`src/rtl/spi_eng_pkg.sv`:
```
package spi_eng_pkg;
  localparam int DATA_W = 32;
  localparam int LEN_W  = $clog2(DATA_W);
  localparam int CNT_W  = $clog2(DATA_W) + 1;
  localparam int EDGE_W = $clog2(2 * DATA_W);
  localparam int MIN_LEN = 8;

  function automatic logic [CNT_W-1:0] decode_len(input logic [LEN_W-1:0] code);
    if (code == '0) return CNT_W'(DATA_W);
    if (int'(code) < MIN_LEN) return CNT_W'(MIN_LEN);
    return CNT_W'(code);
  endfunction

  // reverse the bytes of an n-bit word when enabled and n is 16, 24 or 32
  function automatic logic [DATA_W-1:0] byte_flip(input logic [DATA_W-1:0] w,
                                                  input logic [CNT_W-1:0]  n,
                                                  input logic              en);
    logic [DATA_W-1:0] r;
    int nb;
    nb = int'(n) / 8;
    if (!en || (int'(n) != 16 && int'(n) != 24 && int'(n) != 32)) return w;
    r = '0;
    for (int k = 0; k < DATA_W / 8; k++)
      if (k < nb) r[8*k +: 8] = w[8*(nb-1-k) +: 8];
    return r;
  endfunction
endpackage

```
`src/rtl/spi_eng_shift.sv`:
```
module spi_eng_shift
  import spi_eng_pkg::*;
(
  input  logic              clk,
  input  logic              rst_n,
  input  logic              load,
  input  logic              finish,
  input  logic              drv_adv,
  input  logic              smp_en,
  input  logic [DATA_W-1:0] tx_word,
  input  logic [CNT_W-1:0]  nbits,
  input  logic              lsb_first,
  input  logic              reorder_en,
  input  logic              miso,
  output logic              mosi,
  output logic [DATA_W-1:0] rx_word
);
  logic [DATA_W-1:0] tx_q, tx_d, rx_q, rx_d, rxw_q, rxw_d;
  logic [DATA_W-1:0] rx_cur, aligned, flip_tx;
  logic [CNT_W-1:0]  pad;
  logic              mosi_q, mosi_d;

  always_comb begin
    pad     = CNT_W'(DATA_W) - nbits;
    flip_tx = byte_flip(tx_word, nbits, reorder_en);
    rx_cur  = rx_q;
    if (smp_en)
      rx_cur = lsb_first ? {miso, rx_q[DATA_W-1:1]} : {rx_q[DATA_W-2:0], miso};
    aligned = lsb_first ? (rx_cur >> pad) : rx_cur;
    tx_d    = tx_q;
    mosi_d  = mosi_q;
    rx_d    = rx_cur;
    rxw_d   = rxw_q;
    if (finish) rxw_d = byte_flip(aligned, nbits, reorder_en);
    if (load) begin
      tx_d   = lsb_first ? flip_tx : (flip_tx << pad);
      mosi_d = lsb_first ? tx_d[0] : tx_d[DATA_W-1];
      rx_d   = '0;
    end else if (drv_adv) begin
      tx_d   = lsb_first ? (tx_q >> 1) : (tx_q << 1);
      mosi_d = lsb_first ? tx_q[1] : tx_q[DATA_W-2];
    end
  end

  always_ff @(posedge clk or negedge rst_n) begin
    if (!rst_n) begin
      tx_q   <= '0;
      rx_q   <= '0;
      rxw_q  <= '0;
      mosi_q <= 1'b0;
    end else begin
      tx_q   <= tx_d;
      rx_q   <= rx_d;
      rxw_q  <= rxw_d;
      mosi_q <= mosi_d;
    end
  end

  assign mosi    = mosi_q;
  assign rx_word = rxw_q;


  rx_hi_zero_chk: assert property (@(posedge clk) disable iff (!rst_n)
    ($past(finish) && $stable(nbits)) |-> ((rxw_q >> nbits) == '0));

  mosi_hold_chk: assert property (@(posedge clk) disable iff (!rst_n)
    (!load && !drv_adv) |=> $stable(mosi_q));
endmodule

```
`src/rtl/spi_eng_ctrl.sv`:
```
module spi_eng_ctrl
  import spi_eng_pkg::*;
#(
  parameter int GAP_W  = 4,
  parameter int WCNT_W = 2
) (
  input  logic              clk,
  input  logic              rst_n,
  input  logic              tick,
  input  logic              start,
  input  logic              abort,
  input  logic [WCNT_W-1:0] words_m1,
  input  logic [CNT_W-1:0]  nbits,
  input  logic [GAP_W-1:0]  gap_sel,
  input  logic              cpol,
  input  logic              tx_neg,
  input  logic              rx_neg,
  input  logic              auto_ss,
  input  logic              ss_manual,
  input  logic              if_clr,
  input  logic              irq_en,
  output logic              sclk,
  output logic              ss_n,
  output logic              busy,
  output logic              done,
  output logic              flag,
  output logic              irq,
  output logic              load,
  output logic              finish,
  output logic              drv_adv,
  output logic              smp_en
);
  localparam int WAIT_W = GAP_W + 1;

  logic              run_q, run_d, sclk_q, sclk_d, done_q, done_d, flag_q, flag_d;
  logic [EDGE_W-1:0] edge_q, edge_d, last_idx;
  logic [WAIT_W-1:0] wait_q, wait_d;
  logic [WCNT_W-1:0] left_q, left_d;
  logic              step, rising, is_last, more;

  always_comb begin
    last_idx = EDGE_W'(2 * int'(nbits) - 1);
    step     = run_q & tick & (wait_q == '0);
    rising   = ~sclk_q;
    drv_adv  = step & (rising ^ tx_neg) & (edge_q != '0);
    smp_en   = step & (rising ^ rx_neg);
    is_last  = step & (edge_q == last_idx);
    more     = (left_q != '0);
    load     = ~abort & ((start & ~run_q) | (is_last & more));
    finish   = is_last & ~abort;

    run_d  = run_q;
    sclk_d = sclk_q;
    edge_d = edge_q;
    wait_d = wait_q;
    left_d = left_q;
    if (abort) begin
      run_d  = 1'b0;
      sclk_d = cpol;
    end else if (!run_q) begin
      sclk_d = cpol;
      if (start) begin
        run_d  = 1'b1;
        edge_d = '0;
        wait_d = '0;
        left_d = words_m1;
      end
    end else if (tick) begin
      if (wait_q != '0) begin
        wait_d = wait_q - WAIT_W'(1);
      end else begin
        sclk_d = ~sclk_q;
        if (is_last) begin
          if (more) begin
            edge_d = '0;
            wait_d = {gap_sel, 1'b0};
            left_d = left_q - WCNT_W'(1);
          end else begin
            run_d = 1'b0;
          end
        end else begin
          edge_d = edge_q + EDGE_W'(1);
        end
      end
    end
    done_d = finish;
    flag_d = finish | (flag_q & ~if_clr);
  end

  always_ff @(posedge clk or negedge rst_n) begin
    if (!rst_n) begin
      run_q  <= 1'b0;
      sclk_q <= 1'b0;
      edge_q <= '0;
      wait_q <= '0;
      left_q <= '0;
      done_q <= 1'b0;
      flag_q <= 1'b0;
    end else begin
      run_q  <= run_d;
      sclk_q <= sclk_d;
      edge_q <= edge_d;
      wait_q <= wait_d;
      left_q <= left_d;
      done_q <= done_d;
      flag_q <= flag_d;
    end
  end

  assign sclk = sclk_q;
  assign busy = run_q;
  assign done = done_q;
  assign flag = flag_q;
  assign irq  = flag_q & irq_en;
  assign ss_n = auto_ss ? ~(run_q & (wait_q == '0)) : ~ss_manual;


  sclk_idle_chk: assert property (@(posedge clk) disable iff (!rst_n)
    !run_q |=> (sclk_q == $past(cpol)));

  sclk_tick_chk: assert property (@(posedge clk) disable iff (!rst_n)
    (run_q && !tick && !abort) |=> $stable(sclk_q));

  done_flag_chk: assert property (@(posedge clk) disable iff (!rst_n)
    done_q |-> flag_q);

  done_pulse_chk: assert property (@(posedge clk) disable iff (!rst_n)
    done_q |=> !done_q);

  busy_fall_chk: assert property (@(posedge clk) disable iff (!rst_n)
    $fell(run_q) |-> (done_q || $past(abort)));
endmodule

```
`src/rtl/spi_xfer_engine.sv`:
```
module spi_xfer_engine
  import spi_eng_pkg::*;
#(
  parameter int GAP_W  = 4,
  parameter int WCNT_W = 2
) (
  input  logic              clk,
  input  logic              rst_n,
  input  logic              tick,
  input  logic              start,
  input  logic              abort,
  input  logic [WCNT_W-1:0] words_m1,
  input  logic [LEN_W-1:0]  len_code,
  input  logic              lsb_first,
  input  logic              cpol,
  input  logic              tx_neg,
  input  logic              rx_neg,
  input  logic [GAP_W-1:0]  gap_sel,
  input  logic              reorder_en,
  input  logic              auto_ss,
  input  logic              ss_manual,
  input  logic              irq_en,
  input  logic              if_clr,
  input  logic [DATA_W-1:0] tx_word,
  input  logic              miso,
  output logic              sclk,
  output logic              mosi,
  output logic              ss_n,
  output logic              busy,
  output logic              done,
  output logic              flag,
  output logic              irq,
  output logic [DATA_W-1:0] rx_word
);
  logic [1:0]       rs_q;
  logic             rst_i_n;
  logic [CNT_W-1:0] nbits;
  logic             load, finish, drv_adv, smp_en;

  always_ff @(posedge clk or negedge rst_n) begin
    if (!rst_n) rs_q <= '0;
    else        rs_q <= {rs_q[0], 1'b1};
  end
  assign rst_i_n = rs_q[1];
  assign nbits   = decode_len(len_code);

  spi_eng_ctrl #(.GAP_W(GAP_W), .WCNT_W(WCNT_W)) u_ctrl (
    .clk(clk), .rst_n(rst_i_n), .tick(tick), .start(start), .abort(abort),
    .words_m1(words_m1), .nbits(nbits), .gap_sel(gap_sel), .cpol(cpol),
    .tx_neg(tx_neg), .rx_neg(rx_neg), .auto_ss(auto_ss), .ss_manual(ss_manual),
    .if_clr(if_clr), .irq_en(irq_en), .sclk(sclk), .ss_n(ss_n), .busy(busy),
    .done(done), .flag(flag), .irq(irq), .load(load), .finish(finish),
    .drv_adv(drv_adv), .smp_en(smp_en)
  );

  spi_eng_shift u_shift (
    .clk(clk), .rst_n(rst_i_n), .load(load), .finish(finish), .drv_adv(drv_adv),
    .smp_en(smp_en), .tx_word(tx_word), .nbits(nbits), .lsb_first(lsb_first),
    .reorder_en(reorder_en), .miso(miso), .mosi(mosi), .rx_word(rx_word)
  );
endmodule

```
`config.mk`:
```
export PLATFORM = sky130hd
export DESIGN_NAME = spi_xfer_engine
export DESIGN_NICKNAME = d
export VERILOG_FILES = /design/src/rtl/spi_eng_pkg.sv /design/src/rtl/spi_eng_shift.sv /design/src/rtl/spi_eng_ctrl.sv /design/src/rtl/spi_xfer_engine.sv
export SDC_FILE = /design/constraint.sdc
export NUM_CORES = 1
export LEC_CHECK = 0
export ABC_AREA = 1
export ABC_CLOCK_PERIOD_IN_PS = 9100
export BUFFER_PORTS_ARGS = -buffer_cell sky130_fd_sc_hd__buf_2
export CAP_MARGIN = 20
export CORE_MARGIN = 2
export CORE_UTILIZATION = 38
export CTS_CLUSTER_DIAMETER = 150
export DETAILED_ROUTE_END_ITERATION = 7
export SLEW_MARGIN = 20
export SYNTH_ARGS = -nofsm -noshare
export SYNTH_HDL_FRONTEND = slang
export SYNTH_SLANG_ARGS = --single-unit
```
`constraint.sdc`:
```
create_clock -name clk -period 9.1 [get_ports clk]
set_clock_uncertainty 0.15 [all_clocks]
set_input_delay 1.82 -clock clk [delete_from_list [all_inputs] [get_ports clk]]
set_output_delay 1.82 -clock clk [all_outputs]
set_load 0.005 [all_outputs]
```
==> out/results.tsv <==
metric	value	unit
die_w	181.8	um
rr_worst_depth	12	
finalHoldViolCount	0	
cts-root-buf	clkbuf_16	
swShare	0.4236	
yosysWarnings	0	
portBuffers	96	
fin_tns_setup	0	ns
synth_nets	2085	
cts_buffer_depth	2	
globalplace.congestion	0.9610	
cp_slowest_cell	buf_4	
pwr-share-comb	0.413	
critical_path_arrival	6.07	ns
clkSlewWorstSetupHoldPaths	0.06	ns
end_kind	flip-flop	
synth_cells	2020	
nets	2076	
synth_seq_area_share	0.2417	
postCtsResizedCells	0	
cts_buffers	17	
r2r_end	u_shift.tx_q[25]	
cts_tree	yes	
ir_worst_vdd	0.1744	mV
pwr-share-clk	0.290	
worst_pin_slew	1.041	ns
hold_buffers	0	
rrSetupSlack	5.03	ns
synth_mux_area_frac	0	
synth_top_area_share	0.2417	
synth_edf_count	0	
num-fill-cells	3407	
core_area	0.03131	sq mm
clkLatencyLatePin	0.43	ns
crit_path_end	u_shift.tx_q[25]	
synth_top_area_cell	dfrtp_1	
synth_flop_cell	dfrtp_1	
synthXorXnorAreaFrac	0.006459	
synth_compound_area_frac	0.1795	
h-tree-depth	4	
synth_area	0.01201	sq mm
vias_per_cell	5.903	
stdcell_count	2425	
rsz0062_at_grt	no	
grt_pass1_wl	72.33	mm
drc	0	
synth_top_family_by_area	simple AND/OR/NAND/NOR gates	
powerDensity	174.9	mW/mm^2
drive_gt1_frac	0.1098	
cp_max_fo	62	
firstDrtPassIters	6	
grt-ovfl-total	0	
area_delta_synth_final	8.438	%
synth_fa_ha_area_frac	0.007292	
clock-sinks	116	
start_kind	primary input	
synthTopCellsByArea	dfrtp_1 24%, nand3_1 20%, nand2_1 18%	
routedLengthMet1	21.17	mm
critPathKind	primary input to flip-flop	
route.met2.wl	19.02	mm
p_seq_frac	0.297	
grt_max_degree	91	
r2r-start	u_ctrl.wait_q[0]	
grt_pass1_vias	12914	
crit_chain	buf_2 -> nor2_1 -> inv_1 -> nand2_2 -> ha_2 -> buf_4 -> inv_2 -> a21oi_1 -> o21ai_0 -> nor3_1 -> nand4_2 -> o21ai_1 -> inv_2 -> nand2_2 -> nand2_1 -> inv_2 -> a31oi_1 -> nand2_1 -> nand2_1	
fin_crit_sh	0.6483	
min_path_type	flip-flop to asynchronous set/reset pin	
antenna_left	0	
dr.first_iter.drc_count	1529	
highest_layer	met5	
cp_data_required_time	9.27	ns
ys_types	55	
synth.avg_cell_area	5.946	sq um
wl_met3	4.868	mm
dpl.hpwl	32.93	mm
grt_usage	0.2768	
wl_per_cell	19.04	um
rows	65	
cap_violations	0	
status	finished, final reports clean	
relSlewSlack	0.3052	
p_int	1.313	mW
min_period	5.899	ns
dp.cells	2394	
fmax	169.5	MHz
power_leakage	6.524	nW
routed_wl	46.18	mm
critical_path.startpoint	len_code[4]	
vias	14314	
dieArea	0.03304	sq mm
yosys.area_share.simple	0.4623	
antenna_found_initial	2	
async_flop_share	1.000	
ys_ff_latch	116	
finalSetupViolations	0	
initial_core_util	0.3836	
slew_viol_final	0	
die_h	181.8	um
slowest_delay	0.59	ns
switchingPower	0.9648	mW
io_pins	97	
post_cts_buffers	0	
-- kinds of logic after synthesis --
logic type	count (synthesis)
compound gates	366
flops	116
fa+ha+maj	7
xor+xnor	8
simple gates	1238
other cells	1
buf+inv	284
-- area by class of cell --
cell class	instances	area (sq um)	area share
antenna	1	2.502	0.0001921
clock buffer	20	456.7	0.03507
clock inverter	10	108.9	0.008358
inverter	142	533.0	0.04093
multi-input combinational	1620	7895	0.6062
sequential	116	2907	0.2232
tap	402	503.0	0.03862
timing repair buffer	114	618.1	0.04746
-- worst max-delay path, delay by kind of cell --
kind,cells,cell delay (ns)
AOI/OAI and AO/OA,4,0.57
buffers and inverters,6,1.65
and+or+nand+nor,8,1.63
adders and majority gates,1,0.32
-- power by group through the flow --
stage          combinational (mW)  sequential (mW)  clock (mW)
6_report                    0.940            0.677       0.661
5_1_grt                      1.05            0.688       0.694
4_1_cts                     0.918            0.676       0.674
3_5_place_dp                0.914            0.684           0
3_3_place_gp                0.908            0.682           0
2_1_floorplan               0.680            0.671           0
-- worst min path at each step --
stage                                    end  slack, ns  cells past startpoint
after global placement               rs_q[1]       0.19                      0
after CTS                            rs_q[1]       0.20                      0
after global routing                 rs_q[1]       0.20                      0
after floorplan                      rs_q[1]       0.18                      0
final                     u_shift.rx_word[9]       0.19                      0
after detailed placement             rs_q[1]       0.19                      0
-- per-layer routing --
metal  global-route usage  vias to the layer above
li1                     -                     6832
met1               0.4080                     6599
met2               0.3946                      798
met3              0.06899                       83
met4              0.08325                        2
met5                    0                        -
-- flip-flops by register name (all words and copies together), names as in the netlist, 2 cells and up --
name,count
u_shift.tx_q,32
u_shift.rx_word,32
u_ctrl.edge_q,6
rs_q,2
u_ctrl.wait_q,5
u_shift.rx_q,32
u_ctrl.left_q,2
-- synth_stat cells (25+ instances only) --
library cell / count
nand2_1: 574
nand3_1: 483
inv_1: 130
a21oi_1: 120
dfrtp_1: 116
o21ai_0: 103
nor2_1: 82
buf_2: 57
clkbuf_1: 47
nand4_1: 31
o211ai_1: 27
o21ai_1: 25
-- cells in the final DEF, fill, tap and decap left out, types with 3 or more instances in the layout --
| cell type | netlist | layout |
|---|---|---|
| nand3_1 | 483 | 483 |
| buf_4 | 6 | 19 |
| nor2_2 | 6 | 7 |
| dfrtp_1 | 116 | 115 |
| o21ai_1 | 25 | 25 |
| nand2_1 | 574 | 572 |
| nand3_2 | 4 | 4 |
| a21boi_1 | 9 | 9 |
| o21ai_2 | 6 | 6 |
| or2_2 | 15 | 15 |
| nand2_2 | 18 | 20 |
| and2_1 | 7 | 7 |
| or2_1 | 3 | 3 |
| inv_2 | 9 | 12 |
| a211oi_1 | 7 | 7 |
| buf_2 | 57 | 95 |
| a2bb2oi_1 | 16 | 16 |
| inv_1 | 130 | 127 |
| o21a_1 | 10 | 10 |
| xnor2_1 | 3 | 3 |
| o21ai_0 | 103 | 103 |
| nor2_1 | 82 | 80 |
| clkbuf_16 | 0 | 17 |
| a22oi_1 | 9 | 9 |
| o211ai_1 | 27 | 27 |
| ha_1 | 7 | 6 |
| nand3b_1 | 4 | 4 |
| nand4_1 | 31 | 31 |
| clkinv_2 | 0 | 5 |
| nand2_4 | 3 | 3 |
| a21oi_1 | 120 | 120 |
| nor3_1 | 3 | 3 |
| xor2_1 | 4 | 4 |
| clkinv_1 | 3 | 3 |
| a31oi_1 | 20 | 20 |
| a41oi_1 | 3 | 3 |
-- stage by stage --
step,utilization,cell area [sq um],power (mW),hold WS [ns],setup slack [ns]
3_3_place_gp,0.3977,12450,1.590,0.1885,2.841
2_1_floorplan,-,12010,1.351,0.1812,4.284
5_1_grt,0.4159,13020,2.430,0.2034,2.839
3_5_place_dp,0.3978,12460,1.598,0.1889,2.826
4_1_cts,0.4159,13020,2.268,0.2014,3.276
6_report,0.4159,13020,2.278,0.1868,3.201
Note: power is estimated with default switching activity, not from simulation.
